===== config.mk =====
export PLATFORM = sky130hd
export DESIGN_NAME = dseq_channel
export DESIGN_NICKNAME = d
export VERILOG_FILES = /design/src/rtl/dseq_pkg.sv /design/src/rtl/dseq_ctrl_decode.sv /design/src/rtl/dseq_advance.sv /design/src/rtl/dseq_sema.sv /design/src/rtl/dseq_channel.sv
export SDC_FILE = /design/constraint.sdc
export NUM_CORES = 1
export LEC_CHECK = 0
export ABC_AREA = 1
export BUFFER_PORTS_ARGS = -buffer_cell sky130_fd_sc_hd__buf_2
export CAP_MARGIN = 40
export CORE_UTILIZATION = 40
export CTS_BUF_LIST = sky130_fd_sc_hd__clkbuf_16
export DETAILED_ROUTE_END_ITERATION = 8
export GPL_TIMING_DRIVEN = 0
export PLACE_DENSITY = 0.57
export SYNTH_ARGS = -nofsm -noshare
export SYNTH_HDL_FRONTEND = slang
export SYNTH_SLANG_ARGS = --single-unit

===== constraint.sdc =====
create_clock -name clk -period 4.3 [get_ports clk]
set_input_delay 0.43 -clock clk [delete_from_list [all_inputs] [get_ports clk]]
set_output_delay 0.43 -clock clk [all_outputs]
set_load 0.1 [all_outputs]

===== src/rtl/dseq_pkg.sv =====
package dseq_pkg;
    localparam int AW        = 32;
    localparam int DW        = 32;
    localparam int CNT_W     = 16;
    localparam int NPIO_W    = 4;
    localparam int SEMA_W    = 8;
    localparam logic [CNT_W-1:0] MAX_BYTES = 16'hFF00;

    localparam logic [1:0] CMD_NONE  = 2'd0;
    localparam logic [1:0] CMD_TOMEM = 2'd1;
    localparam logic [1:0] CMD_TODEV = 2'd2;
    localparam logic [1:0] CMD_SENSE = 2'd3;

    localparam logic [1:0] ERR_NONE = 2'd0;
    localparam logic [1:0] ERR_DESC = 2'd1;
    localparam logic [1:0] ERR_BUS  = 2'd2;

    typedef struct packed {
        logic [1:0]        cmd;
        logic              chain;
        logic              irq;
        logic              wrdy;
        logic              dec;
        logic              wend;
        logic [NPIO_W-1:0] npio;
    } ctrl_t;

    typedef enum logic [3:0] {
        S_STOP, S_PAUSE, S_FNXT, S_FCTL, S_FBUF, S_FPIO, S_PIOW,
        S_WRDY, S_MRD, S_PPUT, S_PGET, S_MWR, S_WEND, S_DONE
    } st_e;
endpackage


===== src/rtl/dseq_ctrl_decode.sv =====
module dseq_ctrl_decode
    import dseq_pkg::*;
(
    input  logic [15:0]      ctl_i,
    input  logic [CNT_W-1:0] cnt_i,
    output ctrl_t            fld_o,
    output logic             bad_o
);
    always_comb begin
        fld_o.cmd   = ctl_i[1:0];
        fld_o.chain = ctl_i[2];
        fld_o.irq   = ctl_i[3];
        fld_o.wrdy  = ctl_i[5];
        fld_o.dec   = ctl_i[6];
        fld_o.wend  = ctl_i[7];
        fld_o.npio  = ctl_i[15:12];
        bad_o       = (ctl_i[1:0] == CMD_SENSE) || (cnt_i > MAX_BYTES);
    end
endmodule


===== src/rtl/dseq_advance.sv =====
module dseq_advance #(
    parameter int AW    = 32,
    parameter int CNT_W = 16,
    parameter int BPW   = 4
) (
    input  logic [AW-1:0]    cur_i,
    input  logic [CNT_W-1:0] rem_i,
    output logic [AW-1:0]    cur_o,
    output logic [CNT_W-1:0] rem_o
);
    logic [CNT_W-1:0] step;
    always_comb begin
        step  = (rem_i > CNT_W'(BPW)) ? CNT_W'(BPW) : rem_i;
        cur_o = cur_i + AW'(step);
        rem_o = rem_i - step;
    end
endmodule


===== src/rtl/dseq_sema.sv =====
module dseq_sema #(
    parameter int SW = 8
) (
    input  logic          clk,
    input  logic          rst_n,
    input  logic          wr_i,
    input  logic [SW-1:0] val_i,
    input  logic          add_i,
    input  logic          dec_i,
    output logic [SW-1:0] cnt_o
);
    localparam logic [SW:0] TOP = {1'b0, {SW{1'b1}}};

    logic [SW-1:0] cnt_d, cnt_q;
    logic [SW:0]   sum;

    always_comb begin
        sum   = {1'b0, cnt_q} + {1'b0, val_i};
        cnt_d = cnt_q;
        if (wr_i) begin
            if (add_i) cnt_d = (sum > TOP) ? TOP[SW-1:0] : sum[SW-1:0];
            else       cnt_d = val_i;
        end
        if (dec_i && cnt_d != '0) cnt_d = cnt_d - 1'b1;
    end

    always_ff @(posedge clk or negedge rst_n) begin
        if (!rst_n) cnt_q <= '0;
        else        cnt_q <= cnt_d;
    end

    assign cnt_o = cnt_q;

    // an add without a decrement never lowers the count
    p_add_mono_r9: assert property (@(posedge clk) disable iff (!rst_n)
        (wr_i && add_i && !dec_i) |=> (cnt_q >= $past(cnt_q)));
endmodule


===== src/rtl/dseq_channel.sv =====
module dseq_channel
    import dseq_pkg::*;
(
    input  logic              clk,
    input  logic              rst_n,
    input  logic              nxt_we,
    input  logic [AW-1:0]     nxt_addr,
    input  logic              sema_we,
    input  logic [SEMA_W-1:0] sema_val,
    output logic              mem_req,
    output logic              mem_we,
    output logic [AW-1:0]     mem_addr,
    output logic [DW-1:0]     mem_wdata,
    input  logic              mem_ack,
    input  logic              mem_err,
    input  logic [DW-1:0]     mem_rdata,
    output logic              pio_we,
    output logic [NPIO_W-1:0] pio_idx,
    output logic [DW-1:0]     pio_wdata,
    output logic              tx_valid,
    input  logic              tx_ready,
    output logic [DW-1:0]     tx_data,
    input  logic              rx_valid,
    output logic              rx_ready,
    input  logic [DW-1:0]     rx_data,
    input  logic              dev_ready,
    input  logic              dev_end,
    output logic              irq,
    output logic              busy,
    output logic              err,
    output logic [1:0]        err_code,
    output logic [AW-1:0]     cur_addr,
    output logic [SEMA_W-1:0] sema_cnt
);
    localparam int BPW = DW / 8;
    localparam logic [AW-1:0] OFS_CTL = AW'(BPW);
    localparam logic [AW-1:0] OFS_BUF = AW'(2 * BPW);
    localparam logic [AW-1:0] OFS_PIO = AW'(3 * BPW);

    typedef struct packed {
        st_e               st;
        logic [AW-1:0]     nxt;
        logic [AW-1:0]     link;
        logic [AW-1:0]     desc;
        ctrl_t             ctl;
        logic [CNT_W-1:0]  rem;
        logic [AW-1:0]     cur;
        logic [NPIO_W-1:0] pio_i;
        logic [DW-1:0]     wbuf;
        logic              err;
        logic [1:0]        ecode;
    } chan_t;

    chan_t q, d;

    ctrl_t            dec_fld;
    logic             dec_bad;
    logic [AW-1:0]    adv_cur;
    logic [CNT_W-1:0] adv_rem;
    logic             sema_dec;
    st_e              end_st, data_st, post_pio_st, after_step_st;

    dseq_ctrl_decode u_dec (
        .ctl_i (mem_rdata[15:0]),
        .cnt_i (mem_rdata[31:16]),
        .fld_o (dec_fld),
        .bad_o (dec_bad)
    );

    dseq_advance #(.AW(AW), .CNT_W(CNT_W), .BPW(BPW)) u_adv (
        .cur_i (q.cur),
        .rem_i (q.rem),
        .cur_o (adv_cur),
        .rem_o (adv_rem)
    );

    dseq_sema #(.SW(SEMA_W)) u_sema (
        .clk   (clk),
        .rst_n (rst_n),
        .wr_i  (sema_we),
        .val_i (sema_val),
        .add_i (busy),
        .dec_i (sema_dec),
        .cnt_o (sema_cnt)
    );

    // phase targets shared by several states
    always_comb begin
        end_st = q.ctl.wend ? S_WEND : S_DONE;
        if (q.ctl.cmd == CMD_NONE || q.rem == '0) data_st = end_st;
        else if (q.ctl.cmd == CMD_TODEV)          data_st = S_MRD;
        else                                      data_st = S_PGET;
        post_pio_st   = q.ctl.wrdy ? S_WRDY : data_st;
        after_step_st = (adv_rem == '0) ? end_st
                      : ((q.ctl.cmd == CMD_TODEV) ? S_MRD : S_PGET);
    end

    always_comb begin
        d        = q;
        sema_dec = 1'b0;
        unique case (q.st)
            S_STOP: begin
                if (nxt_we) d.nxt = nxt_addr;
                if (sema_we && sema_val != '0) begin
                    d.desc  = nxt_we ? nxt_addr : q.nxt;
                    d.err   = 1'b0;
                    d.ecode = ERR_NONE;
                    d.st    = S_FNXT;
                end
            end
            S_PAUSE: if (sema_cnt != '0) begin
                d.desc = q.nxt;
                d.st   = S_FNXT;
            end
            S_FNXT: if (mem_ack) begin
                d.link = mem_rdata;
                d.st   = S_FCTL;
            end
            S_FCTL: if (mem_ack) begin
                d.ctl = dec_fld;
                d.rem = mem_rdata[31:16];
                if (dec_bad) begin
                    d.st    = S_STOP;
                    d.err   = 1'b1;
                    d.ecode = ERR_DESC;
                end else begin
                    d.st = S_FBUF;
                end
            end
            S_FBUF: if (mem_ack) begin
                d.cur   = mem_rdata;
                d.pio_i = '0;
                d.st    = (q.ctl.npio != '0) ? S_FPIO : post_pio_st;
            end
            S_FPIO: if (mem_ack) begin
                d.wbuf = mem_rdata;
                d.st   = S_PIOW;
            end
            S_PIOW: begin
                d.pio_i = q.pio_i + 1'b1;
                d.st    = (q.pio_i + 1'b1 == q.ctl.npio) ? post_pio_st : S_FPIO;
            end
            S_WRDY: if (dev_ready) d.st = data_st;
            S_MRD: if (mem_ack) begin
                d.wbuf = mem_rdata;
                d.st   = S_PPUT;
            end
            S_PPUT: if (tx_ready) begin
                d.cur = adv_cur;
                d.rem = adv_rem;
                d.st  = after_step_st;
            end
            S_PGET: if (rx_valid) begin
                d.wbuf = rx_data;
                d.st   = S_MWR;
            end
            S_MWR: if (mem_ack) begin
                d.cur = adv_cur;
                d.rem = adv_rem;
                d.st  = after_step_st;
            end
            S_WEND: if (dev_end) d.st = S_DONE;
            S_DONE: begin
                sema_dec = q.ctl.dec;
                if (q.ctl.chain) begin
                    d.nxt = q.link;
                    d.st  = S_PAUSE;
                end else begin
                    d.st = S_STOP;
                end
            end
            default: d.st = S_STOP;
        endcase
        // a bus error on any memory access overrides the step taken above
        if (mem_req && mem_ack && mem_err) begin
            d.st    = S_STOP;
            d.err   = 1'b1;
            d.ecode = ERR_BUS;
        end
    end

    always_ff @(posedge clk or negedge rst_n) begin
        if (!rst_n) begin
            q    <= '0;
            q.st <= S_STOP;
        end else begin
            q <= d;
        end
    end

    always_comb begin
        mem_req = (q.st == S_FNXT) || (q.st == S_FCTL) || (q.st == S_FBUF) ||
                  (q.st == S_FPIO) || (q.st == S_MRD)  || (q.st == S_MWR);
        mem_we  = (q.st == S_MWR);
        unique case (q.st)
            S_FCTL:       mem_addr = q.desc + OFS_CTL;
            S_FBUF:       mem_addr = q.desc + OFS_BUF;
            S_FPIO:       mem_addr = q.desc + OFS_PIO + AW'({q.pio_i, 2'b00});
            S_MRD, S_MWR: mem_addr = q.cur;
            default:      mem_addr = q.desc;
        endcase
    end

    assign mem_wdata = q.wbuf;
    assign pio_we    = (q.st == S_PIOW);
    assign pio_idx   = q.pio_i;
    assign pio_wdata = q.wbuf;
    assign tx_valid  = (q.st == S_PPUT);
    assign tx_data   = q.wbuf;
    assign rx_ready  = (q.st == S_PGET);
    assign irq       = (q.st == S_DONE) && q.ctl.irq;
    assign busy      = (q.st != S_STOP);
    assign err       = q.err;
    assign err_code  = q.ecode;
    assign cur_addr  = q.cur;

    // a pending memory request holds address and direction
    p_req_hold_r14: assert property (@(posedge clk) disable iff (!rst_n)
        (mem_req && !mem_ack) |=> (mem_req && $stable(mem_addr) && $stable(mem_we)
                                   && $stable(mem_wdata)));
    // a stalled tx word is held
    p_tx_hold_r4: assert property (@(posedge clk) disable iff (!rst_n)
        (tx_valid && !tx_ready) |=> (tx_valid && $stable(tx_data)));
    // the error flag rises only together with the stop
    p_err_stop_r12: assert property (@(posedge clk) disable iff (!rst_n)
        $rose(err) |-> !busy);
    // without a write the count moves by at most one step down
    p_sema_step_r8: assert property (@(posedge clk) disable iff (!rst_n)
        !sema_we |=> ((sema_cnt == $past(sema_cnt)) ||
                      (sema_cnt == $past(sema_cnt) - 8'd1)));
    // inline index stays below the descriptor's inline count
    p_pio_idx_r3: assert property (@(posedge clk) disable iff (!rst_n)
        pio_we |-> (pio_idx < q.ctl.npio));
    // completion interrupt is a single-cycle pulse
    p_irq_pulse_r10: assert property (@(posedge clk) disable iff (!rst_n)
        irq |=> !irq);
endmodule


# Word-level counts from Yosys, hierarchy flattened
# Cells that the tools add are included.
[word_totals]
regBits = 206
out_inout_bits = 182
inputBits = 114
word_cells = 159
[op_classes]
n_addsub = 9
n_reduce_logical = 40
order_cmp = 3
n_eq_ne = 38
muxes = 51
[op_table]
columns = ["operator", "count"]
rows = [
  ["$mux W32", 6],
  ["$pmux W32 S2", 3],
  ["$pmux W32 S4", 1],
  ["$mux W48", 2],
  ["$pmux W32 S3", 1],
  ["$mux W4", 18],
  ["$add A32 B4 Y32 const B", 2],
  ["$pmux W4 S14", 1],
  ["$pmux W16 S3", 1],
  ["$mux W36", 1],
  ["$add A32 B16 Y32", 1],
  ["$add A32 B3 Y32 const B", 1],
  ["$add A32 B6 Y32", 1],
  ["$logic_not A16 Y1", 2],
  ["$mux W16", 2],
  ["$mux W8", 4],
  ["$ne A3 B3 Y1 const B", 10],
  ["$eq A4 B4 Y1 const B", 6],
  ["$reduce_bool A8 Y1", 3],
  ["$eq A4 B3 Y1 const B", 4],
  ["$gt A16 B16 Y1 const B", 1],
  ["$gt A16 B3 Y1 const B", 1],
  ["$sub A16 B16 Y16", 1],
  ["$mux W3", 5],
  ["28 further kinds", 63],
]

# Longest topological paths before layout
# Gate-level depths: netlist of the first run.
[logic_depth]
word_depth = 10
ltp_mapped = 20
ltp_nobuf = 20

# Cells and area by module
# A second synthesis of the first run with hierarchy kept.
[hier_totals]
hier_cells = 2549
hier_area_um2 = 16574.6
[modules_own_cells]
columns = ["module", "seq_area_each_um2", "area_per_inst_um2", "cells_per_inst", "n_inst"]
rows = [
  ["dseq_channel", 4954.8, 13198.9, 1941, 1],
  ["dseq_advance", 0.0, 1903.1, 360, 1],
  ["dseq_sema", 200.2, 1293.7, 212, 1],
  ["dseq_ctrl_decode", 0.0, 178.9, 36, 1],
]

# Worst setup path after synthesis of the first run
# No wires, ideal clock.
[synth_timing]
path_type = "reg-to-output"
startpoint = "reg q, in the netlist pio_idx[2]"
endpoint = "out mem_addr[20]"
path_buffers = 0
stages_incl_launch_ff = 13
arrival_ns = 5.378
path_slack_ns = -1.508
t_required_ns = 3.870
cell_sequence = "dfrtp_1 -> ha_1 -> ha_1 -> nand2_1 -> nand2_1 -> a21oi_1 -> nor2_1 -> nor2_1 -> nor2_1 -> nand2_1 -> nor2_1 -> nor2_1 -> o311ai_0"
[synth_via]
elab_chain_len = 2
[synth_lines]
columns = ["element", "line", "text"]
rows = [
  ["from (decl)", "dseq_channel.sv:54", "chan_t q, d;"],
  ["$add A32 B6 Y32", "dseq_channel.sv:198", "S_FPIO: mem_addr = q.desc + OFS_PIO + AW'({q.pio_i, 2'b00});"],
  ["$pmux W32 S4", "dseq_channel.sv:195", "unique case (q.st)"],
  ["to (decl)", "dseq_channel.sv:12", "output logic [AW-1:0] mem_addr,"],
]
# No other way between the ends.

# Worst setup path in the final report of the first run
[layout_timing]
startpoint = "reg q[101] in the netlist's numbering"
endpoint = "out mem_addr[11]"
[layout_via]
elab_chain_len = 3
word_cells_on_any_way = 5
classes_between = "add/sub: 4; mux: 1"
[layout_lines]
columns = ["element", "line"]
rows = [
  ["$add A32 B4 Y32", "dseq_channel.sv:198"],
  ["$add A32 B6 Y32", "dseq_channel.sv:198"],
  ["$pmux W32 S4 (*)", "dseq_channel.sv:195"],
]
# Mark *: on every way between the ends. The rest lies on a longest branch, timed or not.

==> metrics, run 1 <==
initial antenna violation count 1; Worst-Skew Late Latency 0.57 ns; ANT cells 0; Hold Path Class in -> reg; fin crit period 4.18 ns; GRT Total Usage 33.2%; Layout Cells excl Fill 3108; # clock sinks 206; Seq/Total Area, Yosys 33.2%; Hold Startpoint rx_data[11]; vias per cell 5.46; Setup-failing EPs final 0; Synth area leader dfrtp_1; Worst Tran Pin Value 0.806 ns; synthesized area per cell 6.93 sq um; crit start category register; number of port buffers 294; initial core utilization 40.9%; largest net degree at the start of global routing 91; I/O pins 296; largest cells by area after synthesis dfrtp_1 33%, nand2_1 13%, o21ai_0 6.5%, buf_4 6.5%, inv_1 5.7%; max cap viols 0; Slew Viols, Final 0; Crit path arrival time 3.75 ns; total CTS buffers 27; Critical Path Start q[101]; most frequent cell after synthesis nand2_1; vias in the first global route 15800; CP max stage delay 0.42 ns; Hold WS 0.121 ns; Commonest cells post-synth 525 x nand2_1, 237 x inv_1, 223 x nor2_1; Clock Skews 0.0141 ns; post-route ant nets 0; clk buf depth 3; die height 199 um; Root Buffer clkbuf_16; top cell type's share of synthesized area 33.2%; share of cells above drive strength 1 22.7%; H-tree depth 1; first-pass GRT wire length 98000 um; worst flop-to-flop path startpoint q[72]; fillcell total 4002; Mapped Area 15500 sq um; Final nets 2732; Wirelength per Cell 21.2 um; grt ovf 0; Rel. slew slack 46.3%; register bit total from synthesis 206; setup TNS 0 ns; Clock Pin Slew Worst Setup and Hold Paths 0.06 ns; area occupied by multi-input gates 8180 sq um; period utilization 97.1%; Distinct cells, synth 70; drt drc 0; dpl cells 3058; DPL Wire Length 52200 um; status completed; slowest stage cell, crit path dfrtp_1; Iter 0 DRT Violations 1560; critical path required time 3.87 ns; Die X 199 um; Max Fclk 240 MHz; Main synth FF type dfrtp_1; crit path max fanout 5; area growth from synthesis to final layout 21.6%; RSZ-0062 raised after global routing false; register area 5150 sq um; CTS tree done; RD Place Congestion 0.961; worst-path cell chain inv_1 -> ha_1 -> inv_1 -> ha_1 -> fa_1 -> nand2_1 -> nand2_1 -> a21oi_4 -> or2_2 -> nor2_1 -> inv_1 -> o21ai_0 -> and3_1 -> o21ai_1 -> buf_6; Detailed Route WL 65900 um; Yosys warning count 0; crit end category output port; drt pass-1 iters 5; Mapped Cells 2237; row count 71; Post-synth ARST share 100%; Hold Vio Cnt, Final 0; most used cell, CP inv_1; Post-synth EDFFs 0; Post-CTS Setup Bufs 0; DR vias 17000; core area 37900 sq um; Die Area 39600 sq um; critical path class reg -> out
## placed cells by master, fill, tap and decap left out, drive strengths merged, types with 8 or more instances in the layout
| cell type | n |
|---|---|
| nand2 | 531 |
| buf | 459 |
| inv | 259 |
| nor2 | 244 |
| o21ai | 216 |
| dfrtp | 206 |
| a21oi | 104 |
| a31oi | 101 |
| nand3 | 88 |
| clkbuf | 85 |
| o211ai | 41 |
| ha | 38 |
| nor3 | 29 |
| nand4 | 26 |
| xor2 | 23 |
| nor4 | 15 |
| conb | 14 |
| clkinv | 12 |
| xnor2 | 11 |
| o22ai | 11 |
| or2 | 8 |
| a22oi | 8 |
## registers in the layout, indices dropped and copies added, names as in the netlist
| name | flops |
|---|---|
| pio_idx | 4 |
| cur_addr | 32 |
| err | 1 |
| q | 127 |
| u_sema.cnt_o | 8 |
| err_code | 2 |
| mem_wdata | 32 |
## cell families (layout without fill, tap and decap cells)
kind of cell,Yosys count,in the layout,share of synthesized area (%)
and+or+nand+nor,945,945,25.9
AOI/OAI and AO/OA,528,528,20.0
buffers and inverters,476,824,15.0
DFF,206,206,33.2
adders and majority gates,41,41,3.45
xor gates and xnor gates,34,34,1.92
muxes,5,5,0.363
other,2,14,0.0484
## path summary, 6_finish.rpt
kind / to / depth (start not counted) / slack [ns]
max: mem_addr[11] / 15 / 0.12
min: mem_wdata[11] / 3 / 0.12
max reg2reg: cur_addr[20] / 16 / 0.33
min reg2reg: q[94] / 2 / 0.49
max in group asynchronous: q[169] / 4 / 2.77
min in group asynchronous: q[104] / 2 / 0.36
## routing by layer
| metal | track usage, % | routed length (um) | vias up |
|---|---|---|---|
| li1 | - | - | 8003 |
| met1 | 46.1 | 28700 | 8165 |
| met2 | 51.7 | 29600 | 706 |
| met3 | 4.66 | 4850 | 107 |
| met4 | 13.3 | 2780 | 0 |
| met5 | 0 | 0 | - |
## timing repair
| action | in CTS | in global routing |
|---|---|---|
| cloned | 0 | 0 |
| gates resized for setup | 7 | 13 |
| pin swaps | 0 | 1 |
| setup endpoints to repair | 12 | 11 |
| hold buffers | 1 | 0 |
| hold endpoints to repair | 45 | 0 |
## worst max-delay path: cells and delay by family (launching register included)
family / cells / cell delay [ns]
buffers and inverters: 4 / 0.62
AO/OA/AOI/OAI: 3 / 0.66
AND/OR/NAND/NOR: 5 / 0.59
flip-flops: 1 / 0.42
adder cells (fa/ha/maj): 3 / 0.90
## cell type report
| cell class | count | area share [%] |
|---|---|---|
| clock inverters | 22 | 1.53 |
| plain buffers | 219 | 7.18 |
| flip-flops and latches | 206 | 27.3 |
| inverters | 257 | 5.17 |
| multi-input cells | 1567 | 43.4 |
| well taps | 511 | 3.39 |
| clock buffers | 27 | 3.58 |
| repair buffers | 299 | 8.46 |
## stage by stage
stage	utilization [%]	cell area, sq um	setup WS [ns]
5_1_grt	49.7	18900	0.00799
3_3_place_gp	46.8	17700	-1.03
4_1_cts	49.6	18800	0.0193
6_report	49.7	18900	0.125
3_5_place_dp	47.0	17800	0.335
2_1_floorplan	-	15600	-0.330
Power of run 1 is not shown: default switching activity piles up to over one toggle a cycle in this logic, so the estimate is an artifact.
==> inputs of run 2 (changes only) <==
Settings changed: CAP_MARGIN 40 to default, CORE_MARGIN from default to 4.
==> run 2 against run 1 <==
  * Cell area fell by 0.48%
  * Clock skew fell by 0.0025 ns
  * Non-clock buffer count fell by 2
  * Die area rose by 6.1%
  * First-iteration DRC count fell by 3.3%
  * Final cell count fell by 0.13%
  * Sequential cell count did not move
  * Worst hold slack improved by 0.0095 ns
  * Routed wire length rose by 1.1%
  * Worst setup slack got worse by 0.0090 ns
  * Via count fell by 0.58%
  * Core utilization fell by 0.24 points
  * Critical path type unchanged
  * Highest routed layer is now met5
==> metrics, run 2 (synthesis gave the netlist of run 1 again) <==
dpl cells 3056 (was 3058); grt ovf 0 (unchanged); fillcell total 4002 (unchanged); post-route ant nets 0 (unchanged); CTS tree done (unchanged); critical path required time 3.87 ns (about the same); number of port buffers 294 (unchanged); Layout Cells excl Fill 3104 (was 3108); setup TNS 0 ns (unchanged); I/O pins 296 (unchanged); slowest stage cell, crit path dfrtp_1 (unchanged); drt drc 0 (unchanged); die height 205 um (was 199 um); DR vias 16900 (was 17000); # clock sinks 206 (unchanged); GRT Total Usage 30.8% (was 33.2%); vias in the first global route 16200 (was 15800); row count 71 (unchanged); CP max stage delay 0.42 ns (about the same); Hold WS 0.130 ns (was 0.121 ns); Worst Tran Pin Value 0.960 ns (was 0.806 ns); max cap viols 0 (unchanged); Largest Register q (unchanged); Slew Viols, Final 0 (unchanged); reg2reg path depth 16 (unchanged); Clock Pin Slew Worst Setup and Hold Paths 0.06 ns (about the same); DPL Wire Length 53300 um (was 52200 um); design area 18800 sq um (was 18900 sq um); Wirelength per Cell 21.4 um (was 21.2 um); Hold Path Depth 3 (unchanged); Die X 205 um (was 199 um); share of cells above drive strength 1 22.4% (was 22.7%); Iter 0 DRT Violations 1509 (was 1560); Min-Delay Endpoint mem_wdata[23] (was mem_wdata[11]); critical path class reg -> out (unchanged); Worst-Skew Late Latency 0.55 ns (was 0.57 ns); total CTS buffers 26 (was 27); drt pass-1 iters 5 (unchanged); Hold Path Class in -> reg (unchanged); initial antenna violation count 1 (unchanged); Die Area 42000 sq um (was 39600 sq um); core area 37900 sq um (unchanged); worst-path cell chain inv_1 -> ha_1 -> inv_1 -> ha_1 -> fa_1 -> nand2_1 -> nand2_1 -> a21oi_4 -> or2_2 -> nor2_1 -> inv_2 -> o21ai_0 -> and3_1 -> o21ai_1 -> buf_4 (was inv_1 -> ha_1 -> inv_1 -> ha_1 -> fa_1 -> nand2_1 -> nand2_1 -> a21oi_4 -> or2_2 -> nor2_1 -> inv_1 -> o21ai_0 -> and3_1 -> o21ai_1 -> buf_6); worst flop-to-flop path startpoint q[72] (unchanged); Largest register FFs 127 (unchanged); clk buf depth 3 (unchanged); crit end category output port (unchanged); DP Area 17800 sq um (about the same); crit path max fanout 5 (unchanged); largest net degree at the start of global routing 88 (was 91); Buf/Inv on CP 4 (unchanged); commonest non-fill, non-tap cells in the layout 525 x nand2_1, 308 x buf_2, 242 x inv_1 (was 524 x nand2_1, 309 x buf_2, 239 x inv_1); RD Place Congestion 0.970 (was 0.961); Detailed Route WL 66600 um (was 65900 um); period utilization 97.3% (was 97.1%); Max Fclk 239 MHz (was 240 MHz); Root Buffer clkbuf_16 (unchanged); H-tree depth 1 (unchanged); CP top delay family adder cells (unchanged); Worst R2R End cur_addr[20] (unchanged); commonest non-fill, non-tap cell in the layout nand2_1 (unchanged); first-pass GRT wire length 99200 um (was 98000 um); status completed (unchanged); ANT cells 0 (unchanged); Crit path arrival time 3.75 ns (about the same); Hold Startpoint rx_data[23] (was rx_data[11]); area growth from synthesis to final layout 21.0% (was 21.6%); Final nets 2729 (was 2732); Clock Skews 0.0116 ns (was 0.0141 ns); vias per cell 5.44 (was 5.46); initial core utilization 40.9% (unchanged); flop-to-flop setup slack 0.24 ns (was 0.33 ns); Post-CTS Setup Bufs 0 (unchanged); crit start category register (unchanged); Setup-failing EPs final 0 (unchanged); fin crit period 4.18 ns (about the same); Hold Vio Cnt, Final 0 (unchanged); Rel. slew slack 36.0% (was 46.3%)
==> run 2: cell types whose count changed in the layout (fill, tap and decap cells not counted), moves of 2 or more <==
cell	before	now
bufinv_16	7	5
inv_1	239	242
clkbuf_4	2	0
clkinv_1	8	10
inv_6	3	1
clkinv_2	3	0
==> run 2: through the flow <==
stage                     setup WS, ns  utilization (%)
after floorplan                 -0.330                -
after global routing          -0.00564             49.5
after CTS                       0.0103             49.4
after global placement           -1.09             46.8
final                            0.116             49.5
after detailed placement         0.301             46.9
==> run 2: final cells by class <==
cell class / instances / area [sq um] / area share (%)
Clock buffer: 27 / 676 / 3.60
Buffer: 219 / 1360 / 7.22
Inverter: 257 / 975 / 5.19
Clock inverter: 20 / 210 / 1.12
Timing Repair Buffer: 297 / 1590 / 8.46
Tap cell: 511 / 639 / 3.41
Sequential cell: 206 / 5150 / 27.5
Multi-Input combinational cell: 1567 / 8170 / 43.5
==> run 2: layer usage <==
| layer | vias to the layer above | global-route usage [%] | wire (um) |
|---|---|---|---|
| met2 | 659 | 50.2 | 30600 |
| li1 | 8003 | - | - |
| met1 | 8103 | 42.3 | 28900 |
| met4 | 2 | 10.5 | 2530 |
| met3 | 116 | 4.26 | 4480 |
| met5 | - | 0 | 13 |
==> run 2: worst max-delay path by stage <==
stage | from | endpoint | slack, ns | cells past startpoint
3_3_place_gp | rst_n | q[148] | -1.09 | 1
4_1_cts | q[101] | mem_addr[17] | 0.01 | 18
6_report | q[101] | mem_addr[11] | 0.12 | 15
5_1_grt | q[101] | mem_addr[20] | -0.006 | 16
3_5_place_dp | q[101] | mem_addr[17] | 0.30 | 18
2_1_floorplan | pio_idx[2] | mem_addr[20] | -0.33 | 12
==> run 2: worst reg2reg max path: stages (launching register included) <==
cell	delay [ns]
dfrtp_1	0.45
nor2_1	0.34
nor2_1	0.08
nor2_1	0.18
nand3_4	0.14
nor2_1	0.23
ha_1	0.19
inv_1	0.06
fa_1	0.41
o21a_1	0.24
o21bai_2	0.28
a21oi_1	0.19
o21ai_1	0.33
nand4_1	0.34
or2_0	0.31
nand3_1	0.08
a22oi_1	0.08
==> run 2: repair_timing <==
action	CTS	global route
resized for setup	10	13
setup endpoints to repair	13	15
hold buffers	1	0
cloned	0	0
hold endpoints to repair	38	0
Power of run 2 is left out for the same reason.
